**config.mk**
```make
export PLATFORM = sky130hd
export DESIGN_NAME = i2c_port_expander
export DESIGN_NICKNAME = d
export VERILOG_FILES = /design/src/rtl/pe_pkg.sv /design/src/rtl/pe_line_sync.sv /design/src/rtl/pe_cond_detect.sv /design/src/rtl/pe_engine.sv /design/src/rtl/i2c_port_expander.sv
export SDC_FILE = /design/constraint.sdc
export NUM_CORES = 1
export LEC_CHECK = 0
export ABC_AREA = 1
export BUFFER_PORTS_ARGS = -buffer_cell sky130_fd_sc_hd__buf_4
export CAP_MARGIN = 20
export CELL_PAD_IN_SITES_DETAIL_PLACEMENT = 0
export CELL_PAD_IN_SITES_GLOBAL_PLACEMENT = 1
export CORE_ASPECT_RATIO = 0.6
export CORE_UTILIZATION = 45
export CTS_CLUSTER_SIZE = 12
export DETAILED_ROUTE_END_ITERATION = 10
export GPL_TIMING_DRIVEN = 0
export PLACE_DENSITY_LB_ADDON = 0.3
export SYNTH_ARGS = -nofsm -noshare
export SYNTH_HDL_FRONTEND = slang
export SYNTH_SLANG_ARGS = --single-unit
```
**constraint.sdc**
```tcl
create_clock -name clk -period 4.35 [get_ports clk]
set_input_delay 1.0875 -clock clk [delete_from_list [all_inputs] [get_ports clk]]
set_output_delay 1.0875 -clock clk [all_outputs]
set_load 0.02 [all_outputs]
```
**src/rtl/pe_pkg.sv**
```systemverilog
package pe_pkg;

    localparam int PE_BYTE_W  = 8;
    localparam int PE_STRAP_W = 4;
    localparam int PE_FIX_W   = 7 - PE_STRAP_W;
    localparam int PE_CNT_W   = $clog2(PE_BYTE_W + 1);

    typedef enum logic [2:0] {
        ST_IDLE,
        ST_ADDR,
        ST_ACK_PEND,
        ST_ACK_DRV,
        ST_WDATA,
        ST_RDATA,
        ST_MACK,
        ST_WAIT
    } pe_state_e;

    typedef struct packed {
        pe_state_e              st;
        logic [PE_CNT_W-1:0]    bitcnt;
        logic [PE_BYTE_W-1:0]   shreg;
        logic [PE_BYTE_W-1:0]   port;
        logic                   oe;
        logic                   rd;
        logic                   cont;
    } pe_regs_t;

endpackage

```
**src/rtl/pe_line_sync.sv**
```systemverilog
module pe_line_sync #(
    parameter int STAGES = 2
) (
    input  logic clk,
    input  logic rst_n,
    input  logic raw_i,
    output logic level_o,
    output logic rise_o,
    output logic fall_o
);
    logic [STAGES-1:0] stage_d, stage_q;
    logic              prev_d, prev_q;

    generate
        if (STAGES == 1) begin : g_single
            always_comb stage_d = raw_i;
        end else begin : g_chain
            always_comb stage_d = {stage_q[STAGES-2:0], raw_i};
        end
    endgenerate

    always_comb begin
        prev_d = stage_q[STAGES-1];
    end

    always_ff @(posedge clk or negedge rst_n) begin
        if (!rst_n) begin
            stage_q <= '1;
            prev_q  <= 1'b1;
        end else begin
            stage_q <= stage_d;
            prev_q  <= prev_d;
        end
    end

    assign level_o = stage_q[STAGES-1];
    assign rise_o  = stage_q[STAGES-1] & ~prev_q;
    assign fall_o  = ~stage_q[STAGES-1] & prev_q;
endmodule

```
**src/rtl/pe_cond_detect.sv**
```systemverilog
module pe_cond_detect (
    input  logic scl_lvl,
    input  logic scl_rise,
    input  logic sda_rise,
    input  logic sda_fall,
    output logic start_o,
    output logic stop_o
);
    logic scl_steady_high;

    always_comb begin
        scl_steady_high = scl_lvl & ~scl_rise;
        start_o         = sda_fall & scl_steady_high;
        stop_o          = sda_rise & scl_steady_high;
    end
endmodule

```
**src/rtl/pe_engine.sv**
```systemverilog
module pe_engine
    import pe_pkg::*;
#(
    parameter logic [PE_FIX_W-1:0]  ADDR_HI   = 3'b101,
    parameter logic [PE_BYTE_W-1:0] RESET_VAL = 8'hFF
) (
    input  logic                   clk,
    input  logic                   rst_n,
    input  logic                   scl_rise,
    input  logic                   scl_fall,
    input  logic                   sda_lvl,
    input  logic                   start,
    input  logic                   stop,
    input  logic [PE_STRAP_W-1:0]  strap,
    input  logic [PE_BYTE_W-1:0]   pins,
    output logic                   sda_oe,
    output logic [PE_BYTE_W-1:0]   port
);
    localparam logic [PE_CNT_W-1:0] LAST_BIT = PE_CNT_W'(PE_BYTE_W - 1);
    localparam logic [PE_CNT_W-1:0] FULL_CNT = PE_CNT_W'(PE_BYTE_W);

    pe_regs_t r_d, r_q;
    logic [PE_BYTE_W-1:0] shifted_in;
    logic                 addr_hit;

    always_comb begin
        shifted_in = {r_q.shreg[PE_BYTE_W-2:0], sda_lvl};
        addr_hit   = (r_q.shreg[6:0] == {ADDR_HI, strap});
        r_d        = r_q;

        if (start) begin
            r_d.st     = ST_ADDR;
            r_d.bitcnt = '0;
            r_d.oe     = 1'b0;
            r_d.cont   = 1'b0;
        end else if (stop) begin
            r_d.st     = ST_IDLE;
            r_d.oe     = 1'b0;
        end else begin
            unique case (r_q.st)
                ST_ADDR: begin
                    if (scl_rise) begin
                        r_d.shreg  = shifted_in;
                        r_d.bitcnt = r_q.bitcnt + 1'b1;
                        if (r_q.bitcnt == LAST_BIT) begin
                            r_d.bitcnt = '0;
                            r_d.rd     = sda_lvl;
                            r_d.st     = addr_hit ? ST_ACK_PEND : ST_WAIT;
                        end
                    end
                end
                ST_WDATA: begin
                    if (scl_rise) begin
                        r_d.shreg  = shifted_in;
                        r_d.bitcnt = r_q.bitcnt + 1'b1;
                        if (r_q.bitcnt == LAST_BIT) begin
                            r_d.bitcnt = '0;
                            r_d.port   = shifted_in;
                            r_d.st     = ST_ACK_PEND;
                        end
                    end
                end
                ST_ACK_PEND: begin
                    if (scl_fall) begin
                        r_d.oe = 1'b1;
                        r_d.st = ST_ACK_DRV;
                    end
                end
                ST_ACK_DRV: begin
                    if (scl_rise) begin
                        if (r_q.rd) begin
                            r_d.shreg = pins;
                        end
                    end else if (scl_fall) begin
                        r_d.bitcnt = '0;
                        if (r_q.rd) begin
                            r_d.st = ST_RDATA;
                            r_d.oe = ~r_q.shreg[PE_BYTE_W-1];
                        end else begin
                            r_d.st = ST_WDATA;
                            r_d.oe = 1'b0;
                        end
                    end
                end
                ST_RDATA: begin
                    if (scl_rise) begin
                        r_d.bitcnt = r_q.bitcnt + 1'b1;
                    end else if (scl_fall) begin
                        if (r_q.bitcnt == FULL_CNT) begin
                            r_d.oe     = 1'b0;
                            r_d.bitcnt = '0;
                            r_d.st     = ST_MACK;
                        end else begin
                            r_d.shreg = {r_q.shreg[PE_BYTE_W-2:0], 1'b0};
                            r_d.oe    = ~r_q.shreg[PE_BYTE_W-2];
                        end
                    end
                end
                ST_MACK: begin
                    if (scl_rise) begin
                        r_d.cont = ~sda_lvl;
                        if (!sda_lvl) begin
                            r_d.shreg = pins;
                        end
                    end else if (scl_fall) begin
                        if (r_q.cont) begin
                            r_d.st = ST_RDATA;
                            r_d.oe = ~r_q.shreg[PE_BYTE_W-1];
                        end else begin
                            r_d.st = ST_WAIT;
                            r_d.oe = 1'b0;
                        end
                    end
                end
                default: begin
                    r_d.oe = 1'b0;
                end
            endcase
        end
    end

    always_ff @(posedge clk or negedge rst_n) begin
        if (!rst_n) begin
            r_q.st     <= ST_IDLE;
            r_q.bitcnt <= '0;
            r_q.shreg  <= '0;
            r_q.port   <= RESET_VAL;
            r_q.oe     <= 1'b0;
            r_q.rd     <= 1'b0;
            r_q.cont   <= 1'b0;
        end else begin
            r_q <= r_d;
        end
    end

    assign sda_oe = r_q.oe;
    assign port   = r_q.port;

    AST_OE_SCL_LOW: assert property (@(posedge clk) disable iff (!rst_n)
        !$stable(r_q.oe) |-> $past(scl_fall || start || stop));

    AST_ACK_HELD: assert property (@(posedge clk) disable iff (!rst_n)
        (r_q.st == ST_ACK_DRV) |-> r_q.oe);

    AST_QUIET_WAIT: assert property (@(posedge clk) disable iff (!rst_n)
        (r_q.st == ST_WAIT) |-> !r_q.oe);

    AST_PORT_ON_BYTE: assert property (@(posedge clk) disable iff (!rst_n)
        !$stable(r_q.port) |-> $past(r_q.st == ST_WDATA && scl_rise && r_q.bitcnt == LAST_BIT));

    AST_MACK_RELEASED: assert property (@(posedge clk) disable iff (!rst_n)
        (r_q.st == ST_MACK) |-> !r_q.oe);

    AST_START_RESTART: assert property (@(posedge clk) disable iff (!rst_n)
        $past(start) |-> (r_q.st == ST_ADDR && !r_q.oe));
endmodule

```
**src/rtl/i2c_port_expander.sv**
```systemverilog
module i2c_port_expander
    import pe_pkg::*;
#(
    parameter int                   SYNC_STAGES = 2,
    parameter logic [PE_FIX_W-1:0]  ADDR_HI     = 3'b101,
    parameter logic [PE_BYTE_W-1:0] RESET_VAL   = 8'hFF
) (
    input  logic                   clk,
    input  logic                   rst_n,
    input  logic                   scl_i,
    input  logic                   sda_i,
    output logic                   sda_oe,
    input  logic [PE_STRAP_W-1:0]  addr_strap,
    output logic [PE_BYTE_W-1:0]   port_out,
    input  logic [PE_BYTE_W-1:0]   port_pin
);
    logic scl_lvl, scl_rise, scl_fall;
    logic sda_lvl, sda_rise, sda_fall;
    logic start, stop;

    pe_line_sync #(.STAGES(SYNC_STAGES)) i_scl_sync (
        .clk     (clk),
        .rst_n   (rst_n),
        .raw_i   (scl_i),
        .level_o (scl_lvl),
        .rise_o  (scl_rise),
        .fall_o  (scl_fall)
    );

    pe_line_sync #(.STAGES(SYNC_STAGES)) i_sda_sync (
        .clk     (clk),
        .rst_n   (rst_n),
        .raw_i   (sda_i),
        .level_o (sda_lvl),
        .rise_o  (sda_rise),
        .fall_o  (sda_fall)
    );

    pe_cond_detect i_cond (
        .scl_lvl  (scl_lvl),
        .scl_rise (scl_rise),
        .sda_rise (sda_rise),
        .sda_fall (sda_fall),
        .start_o  (start),
        .stop_o   (stop)
    );

    pe_engine #(.ADDR_HI(ADDR_HI), .RESET_VAL(RESET_VAL)) i_engine (
        .clk      (clk),
        .rst_n    (rst_n),
        .scl_rise (scl_rise),
        .scl_fall (scl_fall),
        .sda_lvl  (sda_lvl),
        .start    (start),
        .stop     (stop),
        .strap    (addr_strap),
        .pins     (port_pin),
        .sda_oe   (sda_oe),
        .port     (port_out)
    );
endmodule

```
==> impl_metrics.yaml <==
outcome:
  outcome: "complete, no violations"
floorplanning:
  coreArea_um2: 4190
  dieArea_um2: 4750
  die_w_um: 88.3
  rows: 18
  pin_count: 25
  start_util: 0.480
  die_h_um: 53.8
sta:
  setup_tns_ps: 0
  final.period_utilization: 0.493
  worst_pin_slew_ps: 408
  drv_slew: 0
  rsz0062_at_grt: "false"
  final_hold_viol_count: 0
  setup_viol: 0
  whs_ps: 358
  maxSlewHeadroom: 0.728
  period_minus_slack_ps: 2140
  max_freq_mhz: 466
  finalClockSkew_ps: 8.06
clock_network:
  clock-sinks: 32
  h-tree-depth: 2
  ctsLongestPathBuffers: 2
  clkLatencyLatePin_ps: 290
  post_cts_buffers: 0
  cts_tree: "yes"
  post_cts_resized: 0
  ctsHoldBuffers: 0
  path_clk_slew_ps: 70
  cts_inserted_buffers: 5
  cts_root_buf: "clkbuf_8"
cells_and_area:
  antenna_cells: 0
  fin_cells: 364
  fillers: 418
  fin_nets: 321
  final_core_util: 0.568
  drive_above_1_share: 0.296
  areaGrowthSynthToFinish_pct: 18.2
power:
  seqPwrFrac: 0.332
  switchingPower_uw: 575
  p_leak_nw: 1.19
  total_power_mw: 1.31
  p_int_uw: 733
  power_density_nw_per_um2: 550
  power.share.switching: 0.440
  comb_power_share: 0.449
  vdd_drop_max_v: 0.000264
  clock_power_share: 0.219
synth:
  async_flop_share: 1.00
  yosys_warnings: 0
  syn_inst: 272
  synth.top_cell.area_share: 0.224
  syn-num-nets: 290
  synthFlopType: "dfrtp_1"
  synth-seq-cells: 32
  yosysTopAreaCell: "dfrtp_1"
  syn_area_um2: 2010
  synth_cell_type_count: 26
  synthTopCellsByCount: "88 x nand2_1, 25 x inv_1, 24 x nor2_1, 18 x dfrtp_1"
  synth_edf_count: 0
  synth_area_per_cell_um2: 7.40
  synth.top_cells.by_area: "dfrtp_1 22%, dfstp_2 18%, nand2_1 16%"
  ys_seq_area_frac: 0.407
  yosys.cell_count.top_type: "nand2_1"
drt:
  drt_iter0_drc: 130
  detail-route-antenna-nets: 0
  wl_per_cell_um: 13.7
  drtPass1Iterations: 4
  route.detailed.drc: 0
  viasPerCell: 4.94
  wl_mm: 4.99
  vias: 1799
global_route:
  grt_pass1_vias: 1514
  grt_usage: 0.236
  grt_max_degree: 33
  antenna_found_initial: 0
  grt_pass1_wl_mm: 7.80
  grt_overflow: 0
setup_path:
  cp.required_ps: 3260
  rrSetupSlack_ps: 2400
  worstReg2RegEnd: "i_engine.port[5]$_DFFE_PN1P_"
  worstPathArrival_ps: 1060
  crit_type: "reg -> out"
  crit_path_max_fanout: 2
  worst-r2r-cell-count: 7
  crit_start: "i_engine.port[7]$_DFFE_PN1P_"
  rr_startpoint: "i_sda_sync.stage_q[1]$_DFF_PN1_"
  crit_path_end_kind: "primary output"
  cp-start-kind: "flip-flop"
min_path:
  worstHoldPathType: "reg -> reg"
  holdPathStages: 0
  hp-start: "i_sda_sync.stage_q[0]$_DFF_PN1_"
  holdPathEnd: "i_sda_sync.stage_q[1]$_DFF_PN1_"
place:
  routabilityCongestion: 0.921
  portBuffers: 24
  dpl.cell_count: 356
  dp_hpwl_mm: 3.81
run:
  cap_violations: 0
-- sequential cells by signal, indices dropped and copies added (netlist names) --
name                flops
i_engine.r_q           17
i_engine.port           8
i_scl_sync.stage_q      2
i_sda_sync.stage_q      2
i_engine.sda_oe         1
i_scl_sync.prev_q       1
i_sda_sync.prev_q       1
-- logic make-up (layout without fill, tap and decap cells) --
logic type                 Yosys count  count (layout)  share of synthesized area
AOI/OAI and AO/OA                   42              42                      0.130
xor gates and xnor gates             3               3                     0.0131
adders and majority gates            2               2                     0.0124
buffers and inverters               41              73                      0.100
DFF                                 32              32                      0.407
and+or+nand+nor                    152             152                      0.338
-- critical path: stages (launching register included) --
cell	delay [ps]
dfstp_2	540
buf_4	100
buf_4	120
-- routing by layer --
layer	share of wire	global-route usage
met4	0.011	0.0887
met2	0.36	0.287
met5	0	0
met3	0.078	0.0583
met1	0.55	0.381
-- through the flow --
step	instance area [um2]	worst slack, ps
CTS	2380	2200
global placement	2270	2390
floorplan	2010	2610
detailed placement	2270	2370
finish	2380	2210
global route	2380	2170
-- worst max path at each step --
stage / end / slack (ps)
3_3_place_gp: i_engine.r_q[23]$_DFFE_PN0P_ / 2390
5_1_grt: i_engine.r_q[23]$_DFFE_PN0P_ / 2170
3_5_place_dp: i_engine.r_q[23]$_DFFE_PN0P_ / 2370
4_1_cts: port_out[7] / 2200
6_report: port_out[7] / 2210
2_1_floorplan: i_engine.r_q[23]$_DFFE_PN0P_ / 2610
-- cell usage in the layout, fill, tap and decap left out, types with 4 or more instances in the layout --
cell and count:
nand2_2 5, a21oi_1 5, o21ai_2 8, buf_4 32, a22oi_1 7, clkbuf_8 5, o21ai_0 7, nand3_1 14
dfrtp_1 18, dfstp_2 14, inv_2 4, nor2_2 7, nor2_1 24, inv_1 25, nand4_1 6, nand3_2 5
o21ai_1 14, nand2_1 88
-- power by group through the flow --
stage	combinational, mW	sequential, mW	clock (mW)
floorplan	0.457	0.417	0
global placement	0.573	0.436	0
detailed placement	0.582	0.436	0
CTS	0.584	0.432	0.292
global route	0.671	0.443	0.307
finish	0.587	0.434	0.287
-- final cells by class --
cell class              instances  area [um2]  share of cell area
clock buffers                   5        68.8              0.0289
clock inverters                 3        42.5              0.0179
inverters                      29         109              0.0458
plain buffers                  12        92.6              0.0389
repair buffers                 24         180              0.0757
well taps                      60        75.1              0.0316
multi-input cells             199         992               0.417
flip-flops and latches         32         818               0.344
Power figures use the tool's default switching activity.
